### config.mk
export PLATFORM = sky130hd
export DESIGN_NAME = cartbank_latch
export DESIGN_NICKNAME = d
export VERILOG_FILES = /design/src/rtl/cbl_pkg.sv /design/src/rtl/cbl_strobe_fsm.sv /design/src/rtl/cbl_bank_reg.sv /design/src/rtl/cbl_page_map.sv /design/src/rtl/cartbank_latch.sv
export SDC_FILE = /design/constraint.sdc
export NUM_CORES = 1
export LEC_CHECK = 0
export ABC_CLOCK_PERIOD_IN_PS = 3700
export CAP_MARGIN = 25
export CORE_MARGIN = 3
export CORE_UTILIZATION = 46
export DETAILED_ROUTE_END_ITERATION = 8
export PLACE_DENSITY = 0.83
export SLEW_MARGIN = 20
export SYNTH_ARGS = -nofsm -noshare
export SYNTH_HDL_FRONTEND = slang
export SYNTH_SLANG_ARGS = --single-unit
### constraint.sdc
create_clock -name clk -period 3.7 [get_ports clk]
set_input_delay 0.74 -clock clk [delete_from_list [all_inputs] [get_ports clk]]
set_output_delay 0.74 -clock clk [all_outputs]
set_load 0.01 [all_outputs]
### src/rtl/cbl_pkg.sv
package cbl_pkg;

    typedef enum logic [1:0] {
        S_IDLE  = 2'd0,
        S_ARMED = 2'd1,
        S_DRAIN = 2'd2
    } cbl_state_e;

    localparam int WIN_BITS = 13;

endpackage

### src/rtl/cbl_strobe_fsm.sv
module cbl_strobe_fsm
    import cbl_pkg::*;
#(
    parameter int BANK_BITS = 12,
    parameter int BANK_LSB  = 1
) (
    input  logic                 clk,
    input  logic                 rst_n,
    input  logic [WIN_BITS-1:0]  addr,
    input  logic                 sel_n,
    input  logic                 wr_n,
    output logic                 commit,
    output logic [BANK_BITS-1:0] pend_q,
    output cbl_state_e           state_q
);

    cbl_state_e state_d;
    logic       capture;

    // state register
    always_ff @(posedge clk or negedge rst_n) begin
        if (!rst_n) begin
            state_q <= S_IDLE;
        end else begin
            state_q <= state_d;
        end
    end

    // next state
    always_comb begin
        state_d = state_q;
        unique case (state_q)
            S_IDLE: begin
                if (!sel_n && !wr_n) begin
                    state_d = S_ARMED;
                end
            end
            S_ARMED: begin
                if (wr_n) begin
                    state_d = S_IDLE;
                end else if (sel_n) begin
                    state_d = S_DRAIN;
                end
            end
            S_DRAIN: begin
                if (wr_n) begin
                    state_d = S_IDLE;
                end
            end
            default: state_d = S_IDLE;
        endcase
    end

    // outputs of the machine
    always_comb begin
        capture = 1'b0;
        commit  = 1'b0;
        unique case (state_q)
            S_IDLE:  capture = !sel_n && !wr_n;
            S_ARMED: commit  = wr_n;
            S_DRAIN: ;
            default: ;
        endcase
    end

    // address field captured when the strobe is first seen
    always_ff @(posedge clk or negedge rst_n) begin
        if (!rst_n) begin
            pend_q <= '0;
        end else if (capture) begin
            pend_q <= addr[BANK_LSB +: BANK_BITS];
        end
    end

endmodule

### src/rtl/cbl_bank_reg.sv
module cbl_bank_reg #(
    parameter int BANK_BITS = 12
) (
    input  logic                 clk,
    input  logic                 rst_n,
    input  logic                 load,
    input  logic [BANK_BITS-1:0] next_bank,
    output logic [BANK_BITS-1:0] bank_q
);

    always_ff @(posedge clk or negedge rst_n) begin
        if (!rst_n) begin
            bank_q <= '0;
        end else if (load) begin
            bank_q <= next_bank;
        end
    end

endmodule

### src/rtl/cbl_page_map.sv
module cbl_page_map #(
    parameter int BANK_BITS = 12
) (
    input  logic [BANK_BITS-1:0] bank,
    input  logic                 invert,
    output logic [BANK_BITS-1:0] page
);

    // complement per line: page = (2^BANK_BITS - 1) - bank when inverted
    for (genvar i = 0; i < BANK_BITS; i++) begin : g_line
        assign page[i] = bank[i] ^ invert;
    end

endmodule

### src/rtl/cartbank_latch.sv
module cartbank_latch
    import cbl_pkg::*;
#(
    parameter int BANK_BITS = 12,
    parameter int BANK_LSB  = 1
) (
    input  logic                          clk,
    input  logic                          rst_n,
    input  logic [12:0]                   host_addr,
    input  logic                          rom_cs_n,
    input  logic                          rom_we_n,
    input  logic                          inv_order,
    input  logic                          prog_en,
    output logic [BANK_BITS+13-1:0]       mem_addr,
    output logic                          mem_ce_n,
    output logic                          mem_wp
);

    localparam int MEM_AW = BANK_BITS + WIN_BITS;

    initial begin
        if (BANK_BITS < 1 || BANK_BITS > 12 || BANK_LSB + BANK_BITS > WIN_BITS) begin
            $error("cartbank_latch: bank field does not fit the window");
        end
    end

    logic                 commit;
    logic [BANK_BITS-1:0] pend_q;
    logic [BANK_BITS-1:0] bank_q;
    logic [BANK_BITS-1:0] page;
    cbl_state_e           fsm_state;

    cbl_strobe_fsm #(
        .BANK_BITS (BANK_BITS),
        .BANK_LSB  (BANK_LSB)
    ) i_fsm (
        .clk     (clk),
        .rst_n   (rst_n),
        .addr    (host_addr),
        .sel_n   (rom_cs_n),
        .wr_n    (rom_we_n),
        .commit  (commit),
        .pend_q  (pend_q),
        .state_q (fsm_state)
    );

    cbl_bank_reg #(
        .BANK_BITS (BANK_BITS)
    ) i_bank (
        .clk       (clk),
        .rst_n     (rst_n),
        .load      (commit),
        .next_bank (pend_q),
        .bank_q    (bank_q)
    );

    cbl_page_map #(
        .BANK_BITS (BANK_BITS)
    ) i_map (
        .bank   (bank_q),
        .invert (inv_order),
        .page   (page)
    );

    logic [MEM_AW-1:0] addr_out;
    assign addr_out = {page, host_addr};
    assign mem_addr = addr_out;
    assign mem_ce_n = rom_cs_n;
    assign mem_wp   = ~prog_en;

endmodule

==> impl_metrics.toml <==
[run_status]
status = "complete, no violations"

[cts]
cts_buffers = 3
clkSlewWorstSetupHoldPaths_ns = 0.12
cts_tree = "done"
postCtsSetupBuffers = 0
cts.sinks = 26
post_cts_resized = 0
insertion_delay_ns = 0.31
hold_buffers = 0
max-clock-path-buffers = 2
cts_root_buf = "clkbuf_4"
h-tree-depth = 1

[synth]
syn_avg_cell_area_sq_um = 14.1
synth_cell_types = 12
yosys.cell_count.top_type = "dfrtp_1"
netlist_top_cells_count = "dfrtp_1 (26), mux2_2 (24), buf_4 (15), xor2_1 (12), nand3b_1 (2)"
yosys_warnings = 0
synth.yosys.seq_area_share = 0.537
syn_inst = 86
synth_top_area_frac = 0.537
yosysTopAreaCell = "dfrtp_1"
synthesis.area_sq_um = 1210
syn-num-nets = 105
synth-edff-count = 0
ys.flop_type = "dfrtp_1"
ys_seq_elements = 26
synth.area.top_cells = "dfrtp_1 (54%), mux2_2 (22%), buf_4 (9.3%)"
async_flop_share = 1.00

[sta]
final-max-slew-violation-count = 0
final_hold_viol_count = 0
period_needed_ns = 2.95
period_share = 0.797
worstMarginPinSlew_ns = 0.858
fin_tns_setup_ns = 0
maxSlewHeadroom = 0.424
grt_setup_unrepaired = "no"
setup_violations = 0
fin_skew_ns = 0.00412
fmax_ghz = 0.339

[critical_path]
r2r_start = "i_fsm.state_q[1]"
slowest_stage = "clkdlybuf4s50_1"
r2r-end = "i_fsm.pend_q[10]"
setup.worst_path.end_class = "primary output"
crit_fanout = 12
cp.arrival_ns = 2.21
reg2reg_slack_ns = 1.99
worstRegToRegCells = 2
cp_slowest_stage_delay_ns = 0.58
timing.critical_path.mode_cell = "clkdlybuf4s50_1"
worstPathRequired_ns = 2.96
cp-start-kind = "input pin"
path_cells = "clkdlybuf4s50_1 -> buf_4 -> xor2_1 -> clkdlybuf4s50_1"
crit_type = "in -> out"

[placement]
gp_congestion = 0.714
port_buffers = 43
dp_hpwl_microns = 1730

[die]
num_rows = 17
core_sq_um = 2360
die_h_microns = 57.3
die_area_sq_um = 3280
ios = 46
start_util = 0.513
die_x_microns = 57.3

[finish]
multiInputGateArea_sq_um = 428
seq_area_sq_um = 651
antennaDiodeCount = 0
fillCellCount = 174
nNetsFinal = 138
drive_above_1_share = 0.256
postLayoutCoreUtil = 0.680
area_delta_synth_final_pct = 32.5

[routing]
routed_wl_microns = 2230
antenna_left = 0
wl_per_cell_microns = 15.4
dr.pass1.iters = 2
drt_iter0_markers = 2
route.detailed.drc = 0
via_per_inst = 5.14
via_count = 745

[power]
seq_power_share = 0.489
pwr-share-clk = 0.136
pwr-share-comb = 0.375
powerDensity_nw_per_um2 = 522
switching_share = 0.280
internal_power_w = 0.000603
p_leak_nw = 0.676
p_sw_w = 0.000235
peakVddDrop_mv = 0.325

[global_routing]
grt_pass1_wl_microns = 3750
grt.overflow.total = 0
grtUsageTotal = 0.148
grt_pass1_vias = 809
grt_max_degree = 18
antenna_found_initial = 0

[hold_path]
worstHoldStart = "i_fsm.pend_q[3]"
hp-class = "reg -> reg"
worstHoldPathCells = 1
whs_endpoint = "i_bank.bank_q[3]"

[flow_run]
maxCapViolCount = 0
cell usage in the layout, fill, tap and decap left out, drive strengths merged:
master	Yosys	layout
dfrtp	26	26
a21oi	1	1
inv	1	1
nand3b	2	2
mux2	24	24
nor3	1	1
nand2b	1	1
buf	17	2
xor2	12	12
clkbuf	0	3
clkdlybuf4s50	0	43
nor4	1	1
sequential cells by signal, indices dropped and copies added (netlist names):
name / cells
i_fsm.pend_q: 12
i_fsm.state_q: 2
i_bank.bank_q: 12
per-stage QoR:
stage          cell area [sq um]  power (W)  cells  hold WS [ns]  setup slack [ns]
4_1_cts                     1610   0.000848    145         0.526             0.759
3_5_place_dp                1580   0.000736    142         0.497             0.774
3_3_place_gp                1560   0.000714    141         0.484             0.801
6_report                    1610   0.000838    145         0.524             0.752
2_1_floorplan               1210   0.000562     86         0.444              1.74
5_1_grt                     1610   0.000884    145         0.542             0.696
power groups by stage:
stage	clock network, W	logic [W]	registers (W)
final	0.000114	0.000314	0.000410
after global routing	0.000128	0.000336	0.000420
after detailed placement	0	0.000319	0.000417
after CTS	0.000118	0.000320	0.000411
after floorplan	0	0.000161	0.000401
after global placement	0	0.000305	0.000409
per-layer routing:
layer | vias to the layer above | part of all wire | track usage
met5 | - | 0 | 0
met1 | 373 | 0.41 | 0.186
met2 | 32 | 0.51 | 0.251
met4 | 0 | 0.0036 | 0.0497
li1 | 338 | - | -
met3 | 2 | 0.078 | 0.0339
layout make-up:
cell class | count | area share
Tap cell | 28 | 0.0218
Sequential cell | 26 | 0.405
Inverter | 1 | 0.00234
Multi-Input combinational cell | 42 | 0.267
Clock buffer | 3 | 0.0140
Timing Repair Buffer | 45 | 0.290
how the worst max path moves through the flow:
stage / start / end / depth (start not counted)
after floorplan: inv_order / mem_addr[13] / 2
after global placement: inv_order / mem_addr[23] / 4
after detailed placement: inv_order / mem_addr[14] / 4
after CTS: inv_order / mem_addr[14] / 4
after global routing: inv_order / mem_addr[14] / 4
final: inv_order / mem_addr[14] / 4
critical path: cells and delay by family:
family / cells / cell delay [ns]
buffers and inverters: 3 / 1.27
xor gates and xnor gates: 1 / 0.20
cell families after synthesis:
family / Yosys count / synth area share
xor gates and xnor gates: 12 / 0.0868
DFF: 26 / 0.537
buffers and inverters: 18 / 0.109
muxes: 24 / 0.223
and+or+nand+nor: 5 / 0.0393
AOI/OAI and AO/OA: 1 / 0.00413
No activity file was read; power rests on OpenSTA's default activity.
